--- src/rtl/dgc_pkg.sv ---
package dgc_pkg;

  typedef enum logic [2:0] {
    U_PSEUDO = 3'd0,
    U_FIX    = 3'd1,
    U_LDST   = 3'd2,
    U_FLT    = 3'd3,
    U_VEC    = 3'd4,
    U_VPRM   = 3'd5,
    U_COND   = 3'd6,
    U_BRANCH = 3'd7
  } unit_e;

  typedef enum logic [1:0] {
    RES_OK    = 2'b00,
    RES_STALL = 2'b01,
    RES_FILL  = 2'b10
  } res_e;

  typedef struct packed {
    unit_e unit;
    logic  lead_only;
    logic  alone_only;
    logic  split_op;
    logic  wr_cnt;
    logic  br_cnt;
    logic  is_load;
    logic  is_store;
    logic  addr_hit;
  } attr_t;

endpackage

--- src/rtl/dgc_slot_tracker.sv ---
module dgc_slot_tracker
  import dgc_pkg::*;
#(
  parameter int GROUP_SLOTS = 5,
  parameter int CW          = 3
) (
  input  logic          clk,
  input  logic          rst_n,
  input  logic          issue,
  input  logic          advance,
  input  attr_t         cand,
  output logic [CW-1:0] used_q,
  output logic          cnt_armed_q,
  output logic          store_seen_q,
  output logic          err_q
);

  localparam logic [CW:0]   FULL_W  = (CW+1)'(GROUP_SLOTS);
  localparam logic [CW:0]   LAST_W  = (CW+1)'(GROUP_SLOTS - 1);
  localparam logic [CW:0]   ONE_W   = (CW+1)'(1);
  localparam logic [CW-1:0] LAST_N  = CW'(GROUP_SLOTS - 1);

  logic          real_iss;
  logic          closer;
  logic [CW:0]   after_iss;
  logic [CW:0]   after_all;
  logic          full_iss;
  logic          bad_adv;
  logic          close_grp;
  logic          upd_en;
  logic [CW-1:0] used_d;
  logic          armed_d;
  logic          store_d;
  logic          err_d;

  always_comb begin
    real_iss  = issue && (cand.unit != U_PSEUDO);
    closer    = (cand.unit == U_BRANCH) || cand.alone_only;
    after_iss = {1'b0, used_q};
    if (real_iss) begin
      if (closer) after_iss = LAST_W;
      after_iss = after_iss + ONE_W + {{CW{1'b0}}, cand.split_op};
    end
    full_iss  = (after_iss >= FULL_W);
    bad_adv   = advance && full_iss;
    after_all = after_iss + {{CW{1'b0}}, (advance && !full_iss)};
    close_grp = (after_all >= FULL_W);
    upd_en    = issue || advance;
  end

  always_comb begin
    if (close_grp) begin
      used_d  = '0;
      armed_d = 1'b0;
      store_d = 1'b0;
    end else begin
      used_d  = after_all[CW-1:0];
      armed_d = cnt_armed_q  || (real_iss && cand.wr_cnt);
      store_d = store_seen_q || (real_iss && cand.is_store);
    end
    err_d = err_q || bad_adv;
  end

  always_ff @(posedge clk or negedge rst_n) begin
    if (!rst_n) begin
      used_q       <= '0;
      cnt_armed_q  <= 1'b0;
      store_seen_q <= 1'b0;
      err_q        <= 1'b0;
    end else if (upd_en) begin
      used_q       <= used_d;
      cnt_armed_q  <= armed_d;
      store_seen_q <= store_d;
      err_q        <= err_d;
    end
  end

  // a committed branch always leaves an empty group behind
  p_branch_ends_r6: assert property (@(posedge clk) disable iff (!rst_n)
    (issue && cand.unit == U_BRANCH) |=> (used_q == '0 && !cnt_armed_q && !store_seen_q));

  // a lone advance below the last slot moves the count by exactly one
  p_adv_step_r9: assert property (@(posedge clk) disable iff (!rst_n)
    (advance && !issue && used_q < LAST_N) |=> (used_q == $past(used_q) + CW'(1)));

  // the error flag never clears outside reset
  p_err_sticky_r10: assert property (@(posedge clk) disable iff (!rst_n)
    err_q |=> err_q);

  // committing a pseudo candidate leaves the slot count untouched
  p_pseudo_hold_r11: assert property (@(posedge clk) disable iff (!rst_n)
    (issue && !advance && cand.unit == U_PSEUDO) |=> $stable(used_q));

endmodule

--- config.mk ---
export PLATFORM = sky130hd
export DESIGN_NAME = dgc_slot_tracker
export DESIGN_NICKNAME = d
export VERILOG_FILES = /design/src/rtl/dgc_pkg.sv /design/src/rtl/dgc_slot_tracker.sv
export SDC_FILE = /design/constraint.sdc
export NUM_CORES = 1
export LEC_CHECK = 0
export BUFFER_PORTS_ARGS = -buffer_cell sky130_fd_sc_hd__buf_2
export CORE_AREA = 2 2 39 41
export DETAILED_ROUTE_END_ITERATION = 6
export DIE_AREA = 0 0 41 43
export GPL_TIMING_DRIVEN = 0
export PLACE_DENSITY = 0.66
export RECOVER_POWER = 100
export SLEW_MARGIN = 0
export SYNTH_ARGS = -nofsm -noshare
export SYNTH_HDL_FRONTEND = slang
export SYNTH_SLANG_ARGS = --single-unit
export TNS_END_PERCENT = 30
--- constraint.sdc ---
create_clock -name clk -period 3.11 [get_ports clk]
set_input_delay 0.1555 -clock clk [delete_from_list [all_inputs] [get_ports clk]]
set_output_delay 0.1555 -clock clk [all_outputs]
set_load 0.01 [all_outputs]
==> implementation parameters <==
Parameter                              Value

Run status
  Result of the run    complete, no violations

Yosys
  Synth unique cells    27
  Mean post-synth cell area    9.09 um^2
  Synthesized instance count    56
  Library cell occupying the most area in the post-synthesis netlist    sky130_fd_sc_hd__dfrtp_1
  Total of warnings raised by yosys    0
  Number of flops mapped to enable cells by yosys    0
  Register area share after synthesis    29.5%
  Syn nets    75
  Yosys top cell area share    29.5%
  Flop and latch count out of synthesis    6
  Top cells by area in the synthesized netlist    sky130_fd_sc_hd__dfrtp_1, sky130_fd_sc_hd__ha_1, sky130_fd_sc_hd__a21oi_1, sky130_fd_sc_hd__nand2_1, sky130_fd_sc_hd__o31ai_4
  Mapped cell area    roughly 500 um^2
  Top flip-flop cell by instance count after synthesis    sky130_fd_sc_hd__dfrtp_1
  Share of synthesized registers carrying an async set or reset    100%

Power and ir drop
  Static leakage    0.282 nW
  Worst IR drop on VDD    341 uV
  Pwr Density    720 nW/um^2

Drt
  DRC violations left    0
  Initial drt markers    8
  First-pass iteration count of the detailed router    2
  Total detailed-routing wirelength    1280 um
  Total via count in the routed design    515
  Remaining antenna violation count after routing    0
  Average wire per standard cell    between 10 and 15 um
  Via-per-instance ratio    5.54

Run
  Max-cap violations    0

Worst setup path
  Worst reg2reg startpoint    used_q[0]
  Critical Path AT    3.07 ns
  Startpoint Class    flop
  Setup slack on the worst flop-to-flop path    0.15 ns
  RR Endpoint    used_q[0]
  Worst R2R Path Depth    14
  Required @ worst endpoint    3.22 ns
  Type of the setup path with the least slack    flop to flop
  CP endpoint kind    flop
  End of the critical path    used_q[0]
  Worst-path maximum fanout    5
  Start point of the critical path    used_q[0]

Final layout
  Post-layout nets    98
  Antenna fix cells    0
  Number of inserted filler cells in the final layout    131
  Area Growth Syn to Fin    38.6%
  Number of standard cells in the layout, taps in and fillers out    between 90 and 100
  Layout cell share with drive strength beyond 1    39.0%

Floorplanning
  Die boundary height    roughly 43 um
  Area of the die    1760 um^2
  Die boundary width    41 um
  Core Box Area    1380 um^2
  Initial Util    36.8%
  Number of placement rows    14
  Number of placed I/O pins    21

Global route
  Maximum number of pins on one net before global-route repair    7
  Number of antenna violations at the first check in global routing    0
  Number of global-route vias before repair    473
  Overall track demand over capacity in global routing    15.6%
  Met3 Track Usage GR    2.09%
  Global route total overflow    0
  Global Route met1 Usage    about 17%
  Global-route track usage on met2    about a quarter
  Wire length of the first global-routing pass    1850 um
  Most congested layer reported by global routing    met2

Timing
  Max-slew headroom at the worst pin    74.4%
  Final Setup Violations    0
  Maximum frequency from static timing analysis    338 MHz
  Final count of hold timing violations    0
  Final WS setup    0.152 ns
  Final cycle utilization of the critical path    between 90% and 100%
  Transition time of the tightest slew-check pin    0.373 ns
  Skew final    approximately 0.0013 ns
  Hold Worst Slack    0.185 ns
  Shortest clock period the worst path allows after layout    roughly 3 ns
  Pins Over Slew Limit    0

Placed design
  Placer Congestion    0.722
  Worst setup timing slack at the placement stage    -0.247 ns
  Number of buffers inserted by port buffering    16
  HPWL after detailed placement    923 um
  Count of placed standard cells including taps    88

Clock tree
  CTS tree    yes
  Max H-tree Level    1
  CTS buffer count    3
  Clock latency on the worst-skew pair    0.24 ns
  TritonCTS sink count    6
  Root buffer cell    sky130_fd_sc_hd__clkbuf_4
  Maximum root-to-sink buffer count    2
  Clock transition at the registers of the reported paths    approximately 0.04 ns

Hold path
  Hold WC Path Type    primary input to flop
==> area by class of cell <==
type / instances / area (um^2) / area share, %
multi-input cells: 45 / 405 / 57.4
flip-flops and latches: 6 / 150 / 21.3
repair buffers: 18 / 88.8 / 12.6
clock buffers: 3 / 22.5 / 3.19
well taps: 16 / 20.0 / 2.84
inverters: 5 / 18.8 / 2.66
==> where the power goes <==
part,total (mW),switching (mW),leakage (nW),internal [mW]
Sequential,0.136,0.0270,0.0713,0.109
Clock,0.0701,0.0265,0.0138,0.0436
Combinational,0.303,0.167,0.197,0.135
Total,0.508,0.221,0.282,0.287
==> cell usage in the layout (no fill, tap or decap), types with 2 or more instances in the layout <==
cell type and count:
sky130_fd_sc_hd__or2_2 2, sky130_fd_sc_hd__a21oi_2 2, sky130_fd_sc_hd__nor2_2 2, sky130_fd_sc_hd__dfrtp_1 6, sky130_fd_sc_hd__clkbuf_4 3, sky130_fd_sc_hd__clkbuf_1 7
sky130_fd_sc_hd__ha_1 2, sky130_fd_sc_hd__o21ai_1 2, sky130_fd_sc_hd__and2_1 2, sky130_fd_sc_hd__a21oi_1 4, sky130_fd_sc_hd__inv_1 5, sky130_fd_sc_hd__buf_2 9
sky130_fd_sc_hd__nand2_1 8
==> metrics by stage <==
stage	total power, mW	util (%)	TNS (ns)	area (um^2)
finish	0.508	51.0	0	706
global placement	0.373	44.0	-0.694	609
detailed placement	0.380	44.0	-0.814	609
global route	0.549	51.0	-0.0229	706
CTS	0.459	47.1	0	652
floorplan	0.302	-	0	509
==> synth_stat cells (2+ instances only) <==
library cell,number
sky130_fd_sc_hd__or2_2,2
sky130_fd_sc_hd__nor2_1,3
sky130_fd_sc_hd__o21ai_1,2
sky130_fd_sc_hd__and2_1,2
sky130_fd_sc_hd__nand2_1,8
sky130_fd_sc_hd__inv_1,5
sky130_fd_sc_hd__ha_1,4
sky130_fd_sc_hd__a21oi_1,6
sky130_fd_sc_hd__dfrtp_1,6
==> worst min path at each step <==
| stage | startpoint | cells past startpoint | end | slack, ns |
|---|---|---|---|---|
| 6_report | cand[4] | 3 | cnt_armed_q | 0.18 |
| 5_1_grt | cand[4] | 3 | cnt_armed_q | 0.19 |
| 4_1_cts | cand[1] | 3 | store_seen_q | 0.18 |
| 3_5_place_dp | rst_n | 1 | err_q | -0.01 |
| 3_3_place_gp | rst_n | 1 | err_q | -0.02 |
| 2_1_floorplan | rst_n | 0 | cnt_armed_q | -0.14 |
==> registers in the layout (all words and copies together), names as in the netlist <==
signal / flops
store_seen_q: 1
err_q: 1
used_q: 3
cnt_armed_q: 1
==> per-layer routing <==
layer	up-vias	wire length (um)
li1	252	-
met1	237	549
met2	20	636
met5	-	0
met3	6	53
met4	0	43
==> cell families after synthesis <==
| family | synth area share, % |
|---|---|
| adder cells (fa/ha/maj) | 9.83 |
| XOR/XNOR | 1.72 |
| AO/OA/AOI/OAI | 35.1 |
| multiplexers | 1.97 |
| buffers and inverters | 3.69 |
| AND/OR/NAND/NOR | 18.2 |
| flip-flops | 29.5 |
==> worst max-delay path, cell delays in order, from the launching register on <==
cell                       delay, ns
sky130_fd_sc_hd__dfrtp_1        0.38
sky130_fd_sc_hd__nand2_1        0.07
sky130_fd_sc_hd__ha_1           0.19
sky130_fd_sc_hd__inv_1          0.06
sky130_fd_sc_hd__ha_1           0.17
sky130_fd_sc_hd__or2b_2         0.33
sky130_fd_sc_hd__o22ai_4        0.25
sky130_fd_sc_hd__nor2_2         0.10
sky130_fd_sc_hd__a21oi_2        0.15
sky130_fd_sc_hd__and2_1         0.15
sky130_fd_sc_hd__ha_2           0.20
sky130_fd_sc_hd__inv_1          0.07
sky130_fd_sc_hd__o32a_1         0.38
sky130_fd_sc_hd__o211ai_4       0.23
sky130_fd_sc_hd__o21ai_1        0.11
==> repair_timing <==
item,in CTS,in global routing
pin swaps,0,4
endpoints found under the setup margin,1,5
resized for setup,2,9
endpoints found under the hold margin,6,0
setup buffers,0,1
hold buffers,1,0
Power figures use the tool's default switching activity.
